## src/rtl/spi_div_pkg.sv

```systemverilog
package spi_div_pkg;
  localparam int unsigned PRE_W_DEF      = 3;
  localparam int unsigned DIV_W_DEF      = 8;
  localparam int unsigned DIV_OFFSET_DEF = 2;

  // terminal count of a power-of-two prescaler, returned one bit wider
  function automatic logic [31:0] pow2_term(input logic [31:0] code);
    logic [31:0] full;
    full = 32'd1 << code;
    return full - 32'd1;
  endfunction
endpackage

```

## src/rtl/sdiv_capture.sv

```systemverilog
module sdiv_capture #(
  parameter int unsigned PRE_W = spi_div_pkg::PRE_W_DEF,
  parameter int unsigned DIV_W = spi_div_pkg::DIV_W_DEF
) (
  input  logic             clk_i,
  input  logic             rst_ni,
  input  logic             en_i,
  input  logic             cpol_i,
  input  logic [PRE_W-1:0] code_i,
  input  logic [DIV_W-1:0] div_i,
  output logic             run_o,
  output logic             pol_o,
  output logic [PRE_W-1:0] code_o,
  output logic [DIV_W-1:0] div_o
);
  logic load;
  assign load = en_i && !run_o;

  always_ff @(posedge clk_i or negedge rst_ni) begin
    if (!rst_ni) begin
      run_o  <= 1'b0;
      pol_o  <= 1'b0;
      code_o <= '0;
      div_o  <= '0;
    end else begin
      run_o <= en_i;
      if (load) begin
        pol_o  <= cpol_i;
        code_o <= code_i;
        div_o  <= div_i;
      end
    end
  end

  // captured settings stay frozen across a running frame
  p_cfg_frozen_r6: assert property (@(posedge clk_i) disable iff (!rst_ni)
    (run_o && $past(run_o)) |-> ($stable(code_o) && $stable(div_o) && $stable(pol_o)));
endmodule

```

## src/rtl/sdiv_prescale.sv

```systemverilog
module sdiv_prescale #(
  parameter int unsigned PRE_W = spi_div_pkg::PRE_W_DEF,
  localparam int unsigned PC_W = (1 << PRE_W) - 1
) (
  input  logic             clk_i,
  input  logic             rst_ni,
  input  logic             cnt_en_i,
  input  logic [PRE_W-1:0] code_i,
  output logic             tick_o
);
  logic [PC_W-1:0] pc;
  logic [PC_W-1:0] term;
  logic [31:0]     term_full;

  assign term_full = spi_div_pkg::pow2_term(32'(code_i));
  assign term      = term_full[PC_W-1:0];
  assign tick_o    = cnt_en_i && (pc == term);

  always_ff @(posedge clk_i or negedge rst_ni) begin
    if (!rst_ni) begin
      pc <= '0;
    end else if (!cnt_en_i || tick_o) begin
      pc <= '0;
    end else begin
      pc <= pc + 1'b1;
    end
  end

  // the coarse counter never passes its terminal value
  p_pc_bound_r3: assert property (@(posedge clk_i) disable iff (!rst_ni)
    cnt_en_i |-> (pc <= term));
  // the coarse counter rests at zero while stopped
  p_pc_idle_r7: assert property (@(posedge clk_i) disable iff (!rst_ni)
    $past(!cnt_en_i) |-> (pc == '0));
endmodule

```

## src/rtl/sdiv_fine.sv

```systemverilog
module sdiv_fine #(
  parameter int unsigned DIV_W  = spi_div_pkg::DIV_W_DEF,
  parameter int unsigned OFFSET = spi_div_pkg::DIV_OFFSET_DEF,
  localparam int unsigned CW    = DIV_W + 2
) (
  input  logic             clk_i,
  input  logic             rst_ni,
  input  logic             cnt_en_i,
  input  logic             tick_i,
  input  logic [DIV_W-1:0] div_i,
  input  logic             pol_i,
  input  logic             idle_pol_i,
  output logic             sck_o,
  output logic             lead_o,
  output logic             trail_o
);
  logic [CW-1:0] dc;
  logic [CW-1:0] nval;
  logic [CW-1:0] half;
  logic          hit_lead;
  logic          hit_trail;

  assign nval      = CW'(div_i) + CW'(OFFSET);
  assign half      = nval >> 1;
  assign hit_lead  = tick_i && (dc == half - 1'b1);
  assign hit_trail = tick_i && (dc == nval - 1'b1);

  always_ff @(posedge clk_i or negedge rst_ni) begin
    if (!rst_ni) begin
      dc      <= '0;
      sck_o   <= 1'b0;
      lead_o  <= 1'b0;
      trail_o <= 1'b0;
    end else if (!cnt_en_i) begin
      dc      <= '0;
      sck_o   <= idle_pol_i;
      lead_o  <= 1'b0;
      trail_o <= 1'b0;
    end else begin
      lead_o  <= hit_lead;
      trail_o <= hit_trail;
      if (tick_i) begin
        dc <= hit_trail ? '0 : dc + 1'b1;
      end
      if (hit_lead) begin
        sck_o <= ~pol_i;
      end else if (hit_trail) begin
        sck_o <= pol_i;
      end
    end
  end

  // the two strobes are exclusive
  p_strobe_excl_r8: assert property (@(posedge clk_i) disable iff (!rst_ni)
    !(lead_o && trail_o));
  // the fine counter stays below the period length
  p_dc_bound_r4: assert property (@(posedge clk_i) disable iff (!rst_ni)
    cnt_en_i |-> (dc < nval));
  // level after each strobe
  p_lead_level_r5: assert property (@(posedge clk_i) disable iff (!rst_ni)
    lead_o |-> (sck_o == ~pol_i));
  p_trail_level_r5: assert property (@(posedge clk_i) disable iff (!rst_ni)
    trail_o |-> (sck_o == pol_i));
  p_lead_width_r5: assert property (@(posedge clk_i) disable iff (!rst_ni)
    lead_o |=> !lead_o);
endmodule

```

## src/rtl/spi_baud_gen.sv

```systemverilog
module spi_baud_gen #(
  parameter int unsigned PRE_W  = spi_div_pkg::PRE_W_DEF,
  parameter int unsigned DIV_W  = spi_div_pkg::DIV_W_DEF,
  parameter int unsigned OFFSET = spi_div_pkg::DIV_OFFSET_DEF
) (
  input  logic             clk_i,
  input  logic             rst_ni,
  input  logic             en_i,
  input  logic             cpol_i,
  input  logic [PRE_W-1:0] pre_code_i,
  input  logic [DIV_W-1:0] div_val_i,
  output logic             sck_o,
  output logic             lead_o,
  output logic             trail_o
);
  logic             run;
  logic             pol_q;
  logic [PRE_W-1:0] code_q;
  logic [DIV_W-1:0] div_q;
  logic             cnt_en;
  logic             tick;

  assign cnt_en = run && en_i;

  sdiv_capture #(.PRE_W(PRE_W), .DIV_W(DIV_W)) u_cap (
    .clk_i  (clk_i),
    .rst_ni (rst_ni),
    .en_i   (en_i),
    .cpol_i (cpol_i),
    .code_i (pre_code_i),
    .div_i  (div_val_i),
    .run_o  (run),
    .pol_o  (pol_q),
    .code_o (code_q),
    .div_o  (div_q)
  );

  sdiv_prescale #(.PRE_W(PRE_W)) u_pre (
    .clk_i    (clk_i),
    .rst_ni   (rst_ni),
    .cnt_en_i (cnt_en),
    .code_i   (code_q),
    .tick_o   (tick)
  );

  sdiv_fine #(.DIV_W(DIV_W), .OFFSET(OFFSET)) u_fine (
    .clk_i      (clk_i),
    .rst_ni     (rst_ni),
    .cnt_en_i   (cnt_en),
    .tick_i     (tick),
    .div_i      (div_q),
    .pol_i      (pol_q),
    .idle_pol_i (cpol_i),
    .sck_o      (sck_o),
    .lead_o     (lead_o),
    .trail_o    (trail_o)
  );

  // disabled means idle level from last cycle's polarity, no strobes
  p_idle_level_r2: assert property (@(posedge clk_i) disable iff (!rst_ni)
    ($past(rst_ni) && !$past(en_i)) |-> (sck_o == $past(cpol_i) && !lead_o && !trail_o));
  // during a frame the clock only moves together with a strobe
  p_sck_moves_with_strobe_r5: assert property (@(posedge clk_i) disable iff (!rst_ni)
    ($past(cnt_en) && (sck_o != $past(sck_o))) |-> (lead_o || trail_o));
  // dropping enable ends all strobes at the next edge
  p_stop_quiet_r7: assert property (@(posedge clk_i) disable iff (!rst_ni)
    $fell(en_i) |=> (!lead_o && !trail_o));
endmodule

```

## config.mk

```make
export PLATFORM = sky130hd
export DESIGN_NAME = spi_baud_gen
export DESIGN_NICKNAME = d
export VERILOG_FILES = /design/src/rtl/spi_div_pkg.sv /design/src/rtl/sdiv_capture.sv /design/src/rtl/sdiv_prescale.sv /design/src/rtl/sdiv_fine.sv /design/src/rtl/spi_baud_gen.sv
export SDC_FILE = /design/constraint.sdc
export NUM_CORES = 1
export LEC_CHECK = 0
export ABC_AREA = 1
export ABC_CLOCK_PERIOD_IN_PS = 5100
export BUFFER_PORTS_ARGS = -buffer_cell sky130_fd_sc_hd__buf_2
export CORE_ASPECT_RATIO = 0.6
export CORE_MARGIN = 4
export CORE_UTILIZATION = 37
export CTS_CLUSTER_SIZE = 10
export DETAILED_ROUTE_END_ITERATION = 8
export GPL_TIMING_DRIVEN = 0
export HOLD_SLACK_MARGIN = 0.08
export PLACE_DENSITY = 0.5
export SLEW_MARGIN = 20
export SYNTH_ARGS = -nofsm -noshare
export SYNTH_HDL_FRONTEND = slang
export SYNTH_SLANG_ARGS = --single-unit
```

## constraint.sdc

```tcl
create_clock -name clk_i -period 5.1 [get_ports clk_i]
set_input_delay 0.255 -clock clk_i [delete_from_list [all_inputs] [get_ports clk_i]]
set_output_delay 0.255 -clock clk_i [all_outputs]
set_load 0.02 [all_outputs]
```

==> results.cfg <==
[cts]
post_cts_buffers = 0
postCtsResizedCells = 0
postCtsHoldBufs = 0
insertion_delay_ns = 0.28
cts-buffers-inserted = 5
cts_tree = done
cts_num_sinks = 33
clk_pin_slew_worst_paths_ns = 0.06
h-tree-depth = 2
cts_buffer_depth = 2
cts-root-buf = clkbuf_16

[outcome]
status = finished clean

[worst_setup_path]
crit_family = simple AND/OR/NAND/NOR gates
cp-start-kind = register
critPathMaxFanout = 9
path_common_cell = nand2_1
end_kind = register
worstSetupPathType = register to register
crit_buf_inv = 2
path_cells = ha_1, inv_1, nand2_1, nand2_1, nand2_1, nor2_4, nand2_1, inv_1, nand2_1, nand2_1, nand2_1, nor2_1, nand3_1, nor4_1
cp.arrival_ns = 2.55
critPathMaxStageDelay_ns = 0.49
worstPathRequired_ns = 5.22
cp_slowest_cell = dfrtp_1

[cells_and_area]
syn2layout_area_growth_pct = 13.62
multiInputGateArea_um2 = 1531
fillCellCount = 707
drive_gt1_frac = 0.1679
diodes = 0
layout.area.seq_um2 = 825.8
instances_no_fill = 492
nNetsFinal = 424

[synthesis]
synthCells = 380
yosys.area_share.simple = 0.4538
synthAdderAreaFrac = 0.02458
synth_common_cells = nand2_1, inv_1, nand3_1, nor2_1, dfrtp_1
synth.top_cell.area_share = 0.3245
ys.flop_type = dfrtp_1
synth-compound-area-share = 0.05162
seq_area_frac_synth = 0.3245
synth.distinct_cells = 34
synthesis.nets = 400
synth-seq-cells = 33
synth_area_leaders = dfrtp_1, nand2_1, nand3_1, inv_1, nor2_1
netlist_area_um2 = 2545
synth.most_common_cell = nand2_1
synth_top_family_by_area = simple AND/OR/NAND/NOR gates
synth_mux_area_frac = 0.01327
async_flop_share = 1.000
synth-xor-area-share = 0.05851
synth_area_per_cell_um2 = 6.697
synth_top_cell_by_area = dfrtp_1
synth_edf_count = 0
ys_warn_count = 0

[power_and_ir_drop]
peakVddDrop_mv = 0.1435
power_density_nw_per_um2 = 294.9
p_leak_nw = 1.421

[timing]
drv_slew = 0
clock_skew_ns = 0.004573
fmax_ghz = 0.4105
finalWorstSetupSlack_ns = 2.664
tns_ns = 0
tightestPinTransition_ns = 0.8181
whs_ns = 0.06636
final-hold-violation-count = 0
rsz0062_at_grt = false
fin_crit_sh = 0.4776
min_period_ns = 2.436
setup_viol = 0
maxSlewHeadroom = 0.4546

[placement]
dp_hpwl_mm = 5.120
port_buffers = 17
dpl.cell_count = 484
gp_congestion = 0.8767
place_ws_ns = 2.686

[drt]
firstDrtPassIters = 4
avgViaCountPerCell = 4.907
wl_per_cell_um = 13.35
vias = 2414
routed_wl_mm = 6.567
drtIter0Drc = 147
drc_errors = 0
ant_nets = 0

[grt]
grt_max_degree = 34
antenna_found_initial = 0
grt_pass1_wl_mm = 11.00
overflow = 0
grt_use_total = 0.1733
grt_pass1_vias = 2180

[run]
cap_violations = 0

[floorplanning]
start_util = 0.3812
die_w_um = 115.1
core_um2 = 6676
die_area_um2 = 8313
io_pins = 18
rows = 23
die_y_um = 72.24

[hold_path]
hold_path.class = input pin to asynchronous set/reset pin
==> routing by layer <==
layer / vias up / part of all wire / global-route usage
li1: 1265 / - / -
met1: 1094 / 0.58 / 0.2755
met2: 45 / 0.36 / 0.2231
met3: 10 / 0.057 / 0.04250
met4: 0 / 0.012 / 0.05599
met5: - / 0 / 0
==> state kept, by name, summed over array words and instances, names as in the netlist <==
signal,cells
u_cap.code_o,3
u_fine.lead_o,1
u_fine.trail_o,1
u_fine.dc,10
u_cap.run_o,1
u_pre.pc,7
u_fine.sck_o,1
u_cap.div_o,8
u_cap.pol_o,1
==> where the power goes <==
| part | switching (mW) | internal, mW | leakage (nW) |
|---|---|---|---|
| sequential | 0.0229 | 0.278 | 0.423 |
| clock | 0.120 | 0.194 | 0.0768 |
| combinational | 0.156 | 0.0815 | 0.922 |
| total | 0.299 | 0.554 | 1.42 |
==> metrics by stage <==
stage	power [mW]	instance area, um2	utilization
after detailed placement	0.5423	2739	0.4102
after global routing	0.9158	2892	0.4331
final	0.8526	2892	0.4331
after global placement	0.5403	2739	0.4102
after CTS	0.8644	2892	0.4331
after floorplan	0.4845	2545	-
==> placed cells by master (no fill, tap or decap), types with 8 or more instances in the layout <==
cell type,synthesis,layout
xor2_1,14,14
nor2_2,8,8
nand2_2,12,12
nand3_1,37,37
dfrtp_1,33,33
a21oi_1,13,13
nor2_1,37,37
buf_2,1,18
nand2_1,121,121
nand4_1,8,8
inv_1,38,38
==> worst paths after layout <==
check,slack [ns],to,start,cells after the start
min in group clk_i,0.10,u_cap.run_o$_DFF_PN0_,en_i,1
setup / recovery,2.66,u_fine.trail_o$_DFF_PN0_,u_cap.div_o[1]$_DFFE_PN0P_,14
setup reg to reg,2.66,u_fine.trail_o$_DFF_PN0_,u_cap.div_o[1]$_DFFE_PN0P_,14
max in group asynchronous,4.51,u_fine.sck_o$_DFFE_PN0P_,rst_ni,1
hold reg to reg,0.51,u_pre.pc[0]$_DFF_PN0_,u_pre.pc[0]$_DFF_PN0_,1
hold / removal,0.07,u_fine.trail_o$_DFF_PN0_,rst_ni,1
==> worst register-to-register path, delay by kind of cell (launching register included) <==
kind	cells	cell delay, ns
AND/OR/NAND/NOR	11	1.36
adder cells (fa/ha/maj)	1	0.29
flip-flops	1	0.49
buffers and inverters	2	0.14
==> cell type report <==
cell class | count | area share
plain buffers | 4 | 0.005625
well taps | 87 | 0.03765
clock inverters | 2 | 0.004760
clock buffers | 6 | 0.04803
repair buffers | 17 | 0.02942
inverters | 45 | 0.05928
flip-flops and latches | 33 | 0.2856
multi-input cells | 298 | 0.5296
==> cell families after synthesis <==
group	Yosys count
flip-flops	33
AO/OA/AOI/OAI	24
AND/OR/NAND/NOR	249
XOR/XNOR	17
adder cells (fa/ha/maj)	5
buffers and inverters	49
multiplexers	3
Note: power is estimated with default switching activity, not from simulation.
